File: config.mk
export PLATFORM = sky130hd
export DESIGN_NAME = ddr_init_seq
export DESIGN_NICKNAME = d
export VERILOG_FILES = /design/src/rtl/ddr_init_pkg.sv /design/src/rtl/ddr_init_step_timer.sv /design/src/rtl/ddr_init_ref_count.sv /design/src/rtl/ddr_init_bus_drive.sv /design/src/rtl/ddr_init_seq.sv
export SDC_FILE = /design/constraint.sdc
export NUM_CORES = 1
export LEC_CHECK = 0
export ABC_CLOCK_PERIOD_IN_PS = 5000
export BUFFER_PORTS_ARGS = -buffer_cell sky130_fd_sc_hd__buf_4
export CAP_MARGIN = 20
export CORE_ASPECT_RATIO = 0.6
export CORE_MARGIN = 10
export CORE_UTILIZATION = 25
export DETAILED_ROUTE_END_ITERATION = 16
export HOLD_SLACK_MARGIN = 0.12
export PLACE_DENSITY = 0.53
export REMOVE_ABC_BUFFERS = 1
export SYNTH_ARGS = -nofsm -noshare
export SYNTH_HDL_FRONTEND = slang
export SYNTH_SLANG_ARGS = --single-unit
File: constraint.sdc
create_clock -name clk -period 5 [get_ports clk]
set_input_delay 0.25 -clock clk [delete_from_list [all_inputs] [get_ports clk]]
set_output_delay 0.25 -clock clk [all_outputs]
set_load 0.01 [all_outputs]
File: src/rtl/ddr_init_pkg.sv
package ddr_init_pkg;

  typedef enum logic [3:0] {
    ST_PWR_WAIT,
    ST_CKE_UP,
    ST_PREA1,
    ST_EMRS,
    ST_MRS_DLL,
    ST_PREA2,
    ST_REFRESH,
    ST_MRS_RUN,
    ST_DONE
  } init_step_e;

  typedef enum logic [2:0] {
    BUS_DESEL,
    BUS_NOP,
    BUS_PRE,
    BUS_REF,
    BUS_MODE
  } bus_cmd_e;

  typedef struct packed {
    logic cs_n;
    logic ras_n;
    logic cas_n;
    logic we_n;
  } cmd_pins_t;

  localparam logic [15:0] PRE_ALL_WORD   = 16'h0400;
  localparam logic [15:0] DLL_RESET_WORD = 16'h0100;
  localparam logic [1:0]  BANK_EXT       = 2'b01;
  localparam logic [1:0]  BANK_MODE      = 2'b00;

  function automatic cmd_pins_t encode_cmd(bus_cmd_e c);
    cmd_pins_t p;
    case (c)
      BUS_NOP:  p = '{cs_n: 1'b0, ras_n: 1'b1, cas_n: 1'b1, we_n: 1'b1};
      BUS_PRE:  p = '{cs_n: 1'b0, ras_n: 1'b0, cas_n: 1'b1, we_n: 1'b0};
      BUS_REF:  p = '{cs_n: 1'b0, ras_n: 1'b0, cas_n: 1'b0, we_n: 1'b1};
      BUS_MODE: p = '{cs_n: 1'b0, ras_n: 1'b0, cas_n: 1'b0, we_n: 1'b0};
      default:  p = '{cs_n: 1'b1, ras_n: 1'b1, cas_n: 1'b1, we_n: 1'b1};
    endcase
    return p;
  endfunction

  // Operating mode word: test bit and DLL-reset bit stay clear.
  function automatic logic [15:0] run_mode_word(logic [2:0] blen, logic btype,
                                                logic [2:0] cl);
    return {7'd0, 1'b0, 1'b0, cl, btype, blen};
  endfunction

  // Extended word: bit0 = 0 turns the DLL on, bit1 picks drive strength.
  function automatic logic [15:0] ext_mode_word(logic half);
    return {14'd0, half, 1'b0};
  endfunction

endpackage

File: src/rtl/ddr_init_step_timer.sv
module ddr_init_step_timer #(
  parameter int CNT_W = 8
) (
  input  logic             clk,
  input  logic             rst,
  input  logic [CNT_W-1:0] len,
  output logic             first,
  output logic             last
);
  logic [CNT_W-1:0] cnt;

  assign first = (cnt == '0);
  assign last  = (cnt == len - 1'b1);

  always_ff @(posedge clk) begin
    if (rst)       cnt <= '0;
    else if (last) cnt <= '0;
    else           cnt <= cnt + 1'b1;
  end

  // Position inside a step never reaches the step length.
  assert_timer_in_range_R9: assert property (@(posedge clk) disable iff (rst)
    cnt < len);
endmodule

File: src/rtl/ddr_init_ref_count.sv
module ddr_init_ref_count #(
  parameter int NUM_REF = 2
) (
  input  logic clk,
  input  logic rst,
  input  logic bump,
  output logic final_ref
);
  localparam int REF_W = $clog2(NUM_REF + 1);

  logic [REF_W-1:0] done_cnt;

  assign final_ref = (done_cnt == REF_W'(NUM_REF - 1));

  always_ff @(posedge clk) begin
    if (rst)            done_cnt <= '0;
    else if (bump)      done_cnt <= final_ref ? '0 : done_cnt + 1'b1;
  end

  assert_ref_bound_R7: assert property (@(posedge clk) disable iff (rst)
    done_cnt <= REF_W'(NUM_REF - 1));
endmodule

File: src/rtl/ddr_init_bus_drive.sv
module ddr_init_bus_drive
  import ddr_init_pkg::*;
#(
  parameter int ADDR_W = 12
) (
  input  bus_cmd_e          cmd,
  input  logic [15:0]       word,
  input  logic [1:0]        bank,
  input  logic              cke_on,
  output logic              cke,
  output logic              cs_n,
  output logic              ras_n,
  output logic              cas_n,
  output logic              we_n,
  output logic [ADDR_W-1:0] addr,
  output logic [1:0]        ba
);
  cmd_pins_t pins;

  always_comb begin
    pins  = encode_cmd(cmd);
    cke   = cke_on;
    cs_n  = pins.cs_n;
    ras_n = pins.ras_n;
    cas_n = pins.cas_n;
    we_n  = pins.we_n;
    addr  = (cmd == BUS_PRE || cmd == BUS_MODE) ? ADDR_W'(word) : '0;
    ba    = (cmd == BUS_MODE) ? bank : 2'b00;
  end
endmodule

File: src/rtl/ddr_init_seq.sv
module ddr_init_seq
  import ddr_init_pkg::*;
#(
  parameter int ADDR_W       = 12,
  parameter int PWR_WAIT_CYC = 33200,
  parameter int T_RP         = 3,
  parameter int T_RFC        = 10,
  parameter int T_MRD        = 2,
  parameter int DLL_LOCK_CYC = 200,
  parameter int NUM_REF      = 2
) (
  input  logic              clk,
  input  logic              rst,
  input  logic [2:0]        burst_len_code,
  input  logic              burst_interleave,
  input  logic [2:0]        cas_lat_code,
  input  logic              drive_half,
  output logic              cke,
  output logic              cs_n,
  output logic              ras_n,
  output logic              cas_n,
  output logic              we_n,
  output logic [ADDR_W-1:0] addr,
  output logic [1:0]        ba,
  output logic              init_done
);
  localparam int LEN_A   = (PWR_WAIT_CYC > DLL_LOCK_CYC) ? PWR_WAIT_CYC : DLL_LOCK_CYC;
  localparam int LEN_B   = (T_RFC > T_RP) ? T_RFC : T_RP;
  localparam int LEN_C   = (LEN_B > T_MRD) ? LEN_B : T_MRD;
  localparam int MAX_LEN = (LEN_A > LEN_C) ? LEN_A : LEN_C;
  localparam int CNT_W   = $clog2(MAX_LEN + 1);

  init_step_e       state, next_state;
  logic [CNT_W-1:0] step_len;
  logic             step_first, step_last, advance, ref_bump, ref_final;
  bus_cmd_e         cmd;
  logic [15:0]      word;
  logic [1:0]       bank;
  logic             cke_on;

  function automatic logic [CNT_W-1:0] len_of(init_step_e s);
    case (s)
      ST_PWR_WAIT: return CNT_W'(PWR_WAIT_CYC);
      ST_PREA1,
      ST_PREA2:    return CNT_W'(T_RP);
      ST_EMRS,
      ST_MRS_RUN:  return CNT_W'(T_MRD);
      ST_MRS_DLL:  return CNT_W'(DLL_LOCK_CYC);
      ST_REFRESH:  return CNT_W'(T_RFC);
      default:     return CNT_W'(1);
    endcase
  endfunction

  assign step_len = len_of(state);
  assign advance  = step_last && (state != ST_DONE);
  assign ref_bump = advance && (state == ST_REFRESH);

  ddr_init_step_timer #(.CNT_W(CNT_W)) u_timer (
    .clk   (clk),
    .rst   (rst),
    .len   (step_len),
    .first (step_first),
    .last  (step_last)
  );

  ddr_init_ref_count #(.NUM_REF(NUM_REF)) u_refs (
    .clk       (clk),
    .rst       (rst),
    .bump      (ref_bump),
    .final_ref (ref_final)
  );

  always_comb begin
    next_state = state;
    case (state)
      ST_PWR_WAIT: next_state = ST_CKE_UP;
      ST_CKE_UP:   next_state = ST_PREA1;
      ST_PREA1:    next_state = ST_EMRS;
      ST_EMRS:     next_state = ST_MRS_DLL;
      ST_MRS_DLL:  next_state = ST_PREA2;
      ST_PREA2:    next_state = ST_REFRESH;
      ST_REFRESH:  next_state = ref_final ? ST_MRS_RUN : ST_REFRESH;
      ST_MRS_RUN:  next_state = ST_DONE;
      default:     next_state = ST_DONE;
    endcase
  end

  always_ff @(posedge clk) begin
    if (rst)          state <= ST_PWR_WAIT;
    else if (advance) state <= next_state;
  end

  always_comb begin
    cmd  = BUS_NOP;
    word = '0;
    bank = BANK_MODE;
    case (state)
      ST_PWR_WAIT: cmd = BUS_DESEL;
      ST_PREA1, ST_PREA2:
        if (step_first) begin cmd = BUS_PRE; word = PRE_ALL_WORD; end
      ST_EMRS:
        if (step_first) begin
          cmd = BUS_MODE; word = ext_mode_word(drive_half); bank = BANK_EXT;
        end
      ST_MRS_DLL:
        if (step_first) begin cmd = BUS_MODE; word = DLL_RESET_WORD; end
      ST_REFRESH:
        if (step_first) cmd = BUS_REF;
      ST_MRS_RUN:
        if (step_first) begin
          cmd  = BUS_MODE;
          word = run_mode_word(burst_len_code, burst_interleave, cas_lat_code);
        end
      default: cmd = BUS_NOP;
    endcase
  end

  assign cke_on    = (state != ST_PWR_WAIT);
  assign init_done = (state == ST_DONE);

  ddr_init_bus_drive #(.ADDR_W(ADDR_W)) u_bus (
    .cmd    (cmd),
    .word   (word),
    .bank   (bank),
    .cke_on (cke_on),
    .cke    (cke),
    .cs_n   (cs_n),
    .ras_n  (ras_n),
    .cas_n  (cas_n),
    .we_n   (we_n),
    .addr   (addr),
    .ba     (ba)
  );

  // Observation of the driven bus for the spacing checks.
  typedef enum logic [2:0] {LK_NONE, LK_PRE, LK_REF, LK_MODE, LK_DLL} last_kind_e;

  logic       cmd_issue, is_pre, is_ref, is_mode;
  logic [31:0] since_rst, since_cmd;
  last_kind_e last_kind;

  assign cmd_issue = !cs_n && !(ras_n && cas_n && we_n);
  assign is_pre    = cmd_issue && !ras_n &&  cas_n && !we_n;
  assign is_ref    = cmd_issue && !ras_n && !cas_n &&  we_n;
  assign is_mode   = cmd_issue && !ras_n && !cas_n && !we_n;

  always_ff @(posedge clk) begin
    if (rst) begin
      since_rst <= '0;
      since_cmd <= '0;
      last_kind <= LK_NONE;
    end else begin
      if (since_rst != '1) since_rst <= since_rst + 1'b1;
      if (cmd_issue) begin
        since_cmd <= '0;
        if (is_pre)               last_kind <= LK_PRE;
        else if (is_ref)          last_kind <= LK_REF;
        else if (is_mode && addr[8]) last_kind <= LK_DLL;
        else                      last_kind <= LK_MODE;
      end else if (since_cmd != '1) begin
        since_cmd <= since_cmd + 1'b1;
      end
    end
  end

  assert_cke_rise_time_R2: assert property (@(posedge clk) disable iff (rst)
    $rose(cke) |-> since_rst == 32'(PWR_WAIT_CYC));

  assert_cke_hold_R2: assert property (@(posedge clk) disable iff (rst)
    cke |=> cke);

  assert_no_cmd_while_cke_low_R1: assert property (@(posedge clk) disable iff (rst)
    !cke |-> cs_n);

  assert_pre_all_banks_R3: assert property (@(posedge clk) disable iff (rst)
    is_pre |-> addr[10]);

  assert_gap_after_pre_R4: assert property (@(posedge clk) disable iff (rst)
    (cmd_issue && last_kind == LK_PRE) |-> since_cmd >= 32'(T_RP - 1));

  assert_gap_after_mode_R5: assert property (@(posedge clk) disable iff (rst)
    (cmd_issue && last_kind == LK_MODE) |-> since_cmd >= 32'(T_MRD - 1));

  assert_dll_lock_window_R6: assert property (@(posedge clk) disable iff (rst)
    (cmd_issue && last_kind == LK_DLL) |-> since_cmd >= 32'(DLL_LOCK_CYC - 1));

  assert_gap_after_ref_R7: assert property (@(posedge clk) disable iff (rst)
    (cmd_issue && last_kind == LK_REF) |-> since_cmd >= 32'(T_RFC - 1));

  assert_mode_bank_high_clear_R8: assert property (@(posedge clk) disable iff (rst)
    is_mode |-> !ba[1]);

  assert_done_hold_R10: assert property (@(posedge clk) disable iff (rst)
    init_done |=> init_done);

  assert_done_idle_bus_R10: assert property (@(posedge clk) disable iff (rst)
    init_done |-> (cke && !cmd_issue && !cs_n));
endmodule

Word-level counts from Yosys, hierarchy flattened:

Index checks and enable logic that the tools add are counted.

* output and inout bits: 20
* input port bits: 10
* word-level logic and storage cells: 49
* register bits after elaboration: 22

* add/subtract/negate cells: 3
* equal/unequal tests: 15
* reductions and logical operators: 10
* multiplexer cells: 18

Operator list (number)
* 16-bit case mux with 5 select lines: 1
* 11-bit case mux with 4 select lines: 1
* 4-bit case mux with 7 select lines: 1
* 11-bit two-way mux: 2
* 16-bit by 1-bit adder with 16-bit output (second input constant): 1
* 16-bit == test: 1
* 4-bit by 3-bit == test with 1-bit output (second input constant): 4
* 16-bit zero test: 1
* 4-bit case mux with 4 select lines: 1
* 16-bit by 1-bit subtractor with 16-bit output (second input constant): 1
* 3-bit case mux with 4 select lines: 1
* 9-bit two-way mux: 1
* 4-bit by 2-bit == test with 1-bit output (second input constant): 2
* 2-bit two-way mux: 4
* 7-bit two-way mux: 1
* 3-bit by 2-bit == test with 1-bit output (second input constant): 2
* 2-bit OR reduction: 3
* 4-bit by 1-bit == test with 1-bit output (second input constant): 1
* 4-bit == test (second input constant): 1
* 4-bit zero test: 1
* 1-bit two-way mux: 4
* 4-bit inequality test (second input constant): 1
* 4-bit nonzero test: 1
* 3-bit by 1-bit == test with 1-bit output (second input constant): 1
* 7 further kinds: 8

Depth between registers and ports, before layout:

* word-level depth: 7
* gate-level depth with buffers: 12
* mapped depth without buffers: 10

Cells and area by module:

From an unflattened synthesis, not the netlist that was laid out.

* cell total of the unflattened synthesis: 259
* area, all modules: 2075.7 sq um

By module, submodules not included
* ddr_init_step_timer: times used 1, cells each 167, area an instance 1350.0 sq um, sequential area each 320.3 sq um
* ddr_init_seq: times used 1, cells each 60, area an instance 409.1 sq um, sequential area each 80.1 sq um
* ddr_init_bus_drive: times used 1, cells each 25, area an instance 246.5 sq um, sequential area each 0.0 sq um
* ddr_init_ref_count: times used 1, cells each 7, area an instance 70.1 sq um, sequential area each 40.0 sq um

Worst setup path after synthesis:

No wires, ideal clock.

* path kind: register -> register
* start point: register state[2]
* end point: register state[0]
* setup time: 123 ps
* required time: 4877 ps
* data arrival time: 2811 ps
* buffers on the path: 1
* stages on the path, launching flop included: 12
* setup slack: 2065 ps
* period minus slack after synthesis: 2935 ps
* cell sequence: dfxtp_1 clkbuf_1 a21oi_1 or2_2 ha_1 ha_1 xnor2_1 nor4_1 o211ai_1 a2111oi_4 nand2_2 mux2_1

* word-level cells in the longest chain between the ends: 6
* elaborated cells between the ends (all ways): 16
* those cells by class: add/sub (1); eq/ne (9); mux (2); reduce/logical (4)

Ends and longest elaborated chain
* start: declaration: line ddr_init_seq.sv:33 `init_step_e state, next_state;`
* start signal: assignment: line ddr_init_seq.sv:90 `else if (advance) state <= next_state;`
* 4-bit by 3-bit == test with 1-bit output (tied with other cells): line ddr_init_seq.sv:42 `case (s)`
* 2-bit OR reduction: line ddr_init_seq.sv:42
* 16-bit case mux with 5 select lines: line ddr_init_seq.sv:42
* 16-bit by 1-bit subtractor with 16-bit output: line ddr_init_step_timer.sv:13 `assign last = (cnt == len - 1'b1);`
* 16-bit == test: line ddr_init_step_timer.sv:13
* 1-bit logical AND: line ddr_init_seq.sv:55 `assign advance = step_last && (state != ST_DONE);`

Parallel ways exist; a longest one is shown, timed or not.
A chain may end at the register's enable or synchronous reset.

Worst setup path after layout:

* start point: register state[1]
* end point: register u_timer.cnt[4]

* word-level cells in the longest chain between the ends: 6
* elaborated cells between the ends (all ways): 13
* those cells by class: add/sub (1); eq/ne (7); mux (1); reduce/logical (4)

Ends and longest elaborated chain
* 4-bit by 3-bit == test with 1-bit output / 4-bit by 2-bit == test with 1-bit output (equally long branches): line ddr_init_seq.sv:42
* 2-bit OR reduction: line ddr_init_seq.sv:42
* 16-bit case mux with 5 select lines *: line ddr_init_seq.sv:42
* 16-bit by 1-bit subtractor with 16-bit output *: line ddr_init_step_timer.sv:13
* 16-bit == test *: line ddr_init_step_timer.sv:13
* 2-bit OR reduction (no line) *
* end signal: assignment: line ddr_init_step_timer.sv:18 `else cnt <= cnt + 1'b1;`
* end: declaration: line ddr_init_step_timer.sv:10 `logic [CNT_W-1:0] cnt;`

Mark *: on every way between the ends. The rest lies on a longest branch, timed or not.

==> summary.txt <==
status -> completed
area delta synth->final -> 18.9%
dominant synthesized flop cell -> dfxtp_1
row count -> 22
crit path to -> u_timer.cnt[4]
slowest stage cell, crit path -> dfxtp_1
Layout Cells excl Fill -> 301
Setup-failing EPs final -> 0
hold depth -> 2
vias in the first global route -> 1,237
PostCTS Resize Cnt -> 0
Largest stage delay, worst path -> 0.64 ns
IO buf count -> 25
actual slew at the worst max-slew pin -> 0.748 ns
RR Startpoint -> state[1]
Mean Syn Cell Area -> 7.76 µm²
design area -> 1840 µm²
via count -> 1,400
Die Ht -> 80.9 µm
final critical-path share of the clock period -> 68.6%
Setup Skew -> 0.00422 ns
Slew HR -> 49.8%
Cell variety after synth -> 47
area post-placement -> 1770 µm²
Post-Syn Area -> 1550 µm²
Synth Register Bits -> 22
final WL -> 4020 µm
cell taking the most area after synthesis -> dfxtp_1
total CTS buffers -> 3
Register-to-Register Path Depth -> 10
CP Capture Type -> flop
M1 GR Usage -> 12.2%
antenna violation net count after detailed routing -> 0
Filler cells -> 663
hold_buf cts -> 0
Pre-antenna DRT Iters -> 4
post-synthesis sequential area ratio -> 28.5%
Inserted Diodes -> 0
CTS Root Cell -> clkbuf_8
Initial Util -> 25.5%
post-CTS setup buffers -> 0
Synth top area share -> 28.5%
die footprint -> 9830 µm²
CP Cell Sequence -> nor3b_1 -> nor3_1 -> ha_1 -> ha_1 -> xnor2_1 -> nor4_1 -> o211ai_1 -> a2111oi_4 -> a21o_2 -> nor2_1
largest cells by area after synthesis -> dfxtp_1 (29%), xor2_1 (7.9%), nor2_1 (6.3%), ha_1 (3.2%), nor3_1 (2.9%)
cells after synthesis -> 199
kind of critical path -> flop to flop
gr usage total -> 8.01%
ys async rst share -> 0%
Largest delay share family, worst path -> compound AO/OA/AOI/OAI gates
Tmin final -> 3.43 ns
placed cell count -> 297
max_cap viols -> 0
TritonCTS Sinks -> 22
GRT Max-Usage Layer -> met1
RSZ-0062 raised after global routing -> false
largest net degree at the start of global routing -> 17
DRC errors left -> 0
RePlAce Congestion -> 0.890
hpwl dp -> 3060 µm
reg-to-reg slack, setup -> 1.57 ns
Worst EP arrival -> 3.58 ns
Yosys Warn Count -> 0
first-pass GRT wire length -> 6440 µm
worst hold slack -> 0.234 ns
# IOs -> 30
DR vias/cell -> 4.65
drt wl/cell -> 13.3 µm
Core Area -> 6060 µm²
Layout Nets -> 232
met2 Track Usage GR -> 10.3%
initial antenna violation count -> 0
WP depth -> 10
H-tree depth -> 1
Die Wd -> 121 µm
VDD IR-drop max -> 0.0903 mV
Final Hold Vio Count -> 0
Max Fclk -> 292 MHz
Total Power -> 0.377 mW
crit path max fanout -> 16
Worst-Skew Late Latency -> 0.27 ns
Final Slew Violations -> 0
GR Overflow Total -> 0
share of cells above drive strength 1 -> 18.0%
crit path launch -> state[1]
CP bufs+invs -> 0
initial drt markers -> 45
Max clock buf depth -> 2
PD cells -> 205 nW/µm²
Top cell by count, worst path -> ha_1
Leak -> 0.772 nW
worst flop-to-flop path endpoint -> u_timer.cnt[4]
most frequent cells in the layout -> nor2_1 (26), buf_4 (26), dfxtp_1 (22)
Reg clk slew, reported paths -> 0.08 ns
Setup TNS -> 0 ns
met3 Use GR -> 3.12%
startpoint types -> flop
register area -> 440 µm²
Hold Path Class -> primary input to flop
CTS tree -> done
CP required -> 5.15 ns
Post-synth EDFFs -> 0
Multi-input gate area -> 988 µm²
[registers in the layout, indices dropped and copies added, names as in the netlist]
register and cells:
u_refs.done_cnt 2, u_timer.cnt 16, state 4
[kinds of logic (layout without fill, tap and decap cells)]
family | Yosys count | count (layout) | synth area share, %
AO/OA/AOI/OAI | 31 | 31 | 15.2
buffers and inverters | 25 | 40 | 8.26
adder cells (fa/ha/maj) | 4 | 4 | 3.24
AND/OR/NAND/NOR | 94 | 94 | 31.7
multiplexers | 3 | 3 | 2.11
other | 1 | 4 | 0.243
XOR/XNOR | 19 | 19 | 10.8
flip-flops | 22 | 22 | 28.5
[Yosys cell counts (all sizes together) (5+ instances only)]
| master | n |
|---|---|
| dfxtp | 22 |
| buf | 10 |
| o21ai | 11 |
| and3 | 5 |
| nand3 | 8 |
| inv | 10 |
| and2 | 7 |
| a21oi | 5 |
| clkbuf | 5 |
| nor2 | 26 |
| nor2b | 5 |
| xor2 | 14 |
| nor3 | 9 |
| xnor2 | 5 |
| nand2 | 13 |
[stage by stage]
step	setup slack, ns	util, %
floorplan	2.05	-
global placement	1.62	29.2
detailed placement	1.65	29.2
CTS	1.55	30.4
global route	1.36	30.4
finish	1.57	30.4
[where the power goes]
part	switching, mW	total (mW)	leakage, nW	internal (mW)
logic	0.0130	0.0251	0.558	0.0121
clock network	0.0644	0.172	0.0357	0.107
registers	0.00365	0.181	0.178	0.177
total	0.0811	0.377	0.772	0.296
[final cells by class]
class | count | share of cell area [%]
clock inverter | 1 | 1.63
inverter | 10 | 2.04
timing repair buffer | 26 | 10.6
multi-input combinational | 155 | 53.8
tap | 84 | 5.72
clock buffer | 3 | 2.25
sequential | 22 | 24.0
[routing by layer]
metal	vias up	part of all wire (%)	wire, µm
li1	710	-	-
met1	640	56	2240
met2	48	36	1430
met3	2	8.5	342
met4	0	0.10	4
met5	-	0	0
[how the worst min path moves through the flow]
stage                                  start            endpoint  slack [ns]
final                                    rst  u_refs.done_cnt[1]        0.23
after global routing                     rst  u_refs.done_cnt[1]        0.24
after CTS                                rst  u_refs.done_cnt[1]        0.23
after detailed placement  u_refs.done_cnt[1]  u_refs.done_cnt[1]        0.44
after global placement    u_refs.done_cnt[1]  u_refs.done_cnt[1]        0.43
after floorplan                          rst  u_refs.done_cnt[1]        0.33
Power figures use the tool's default switching activity.
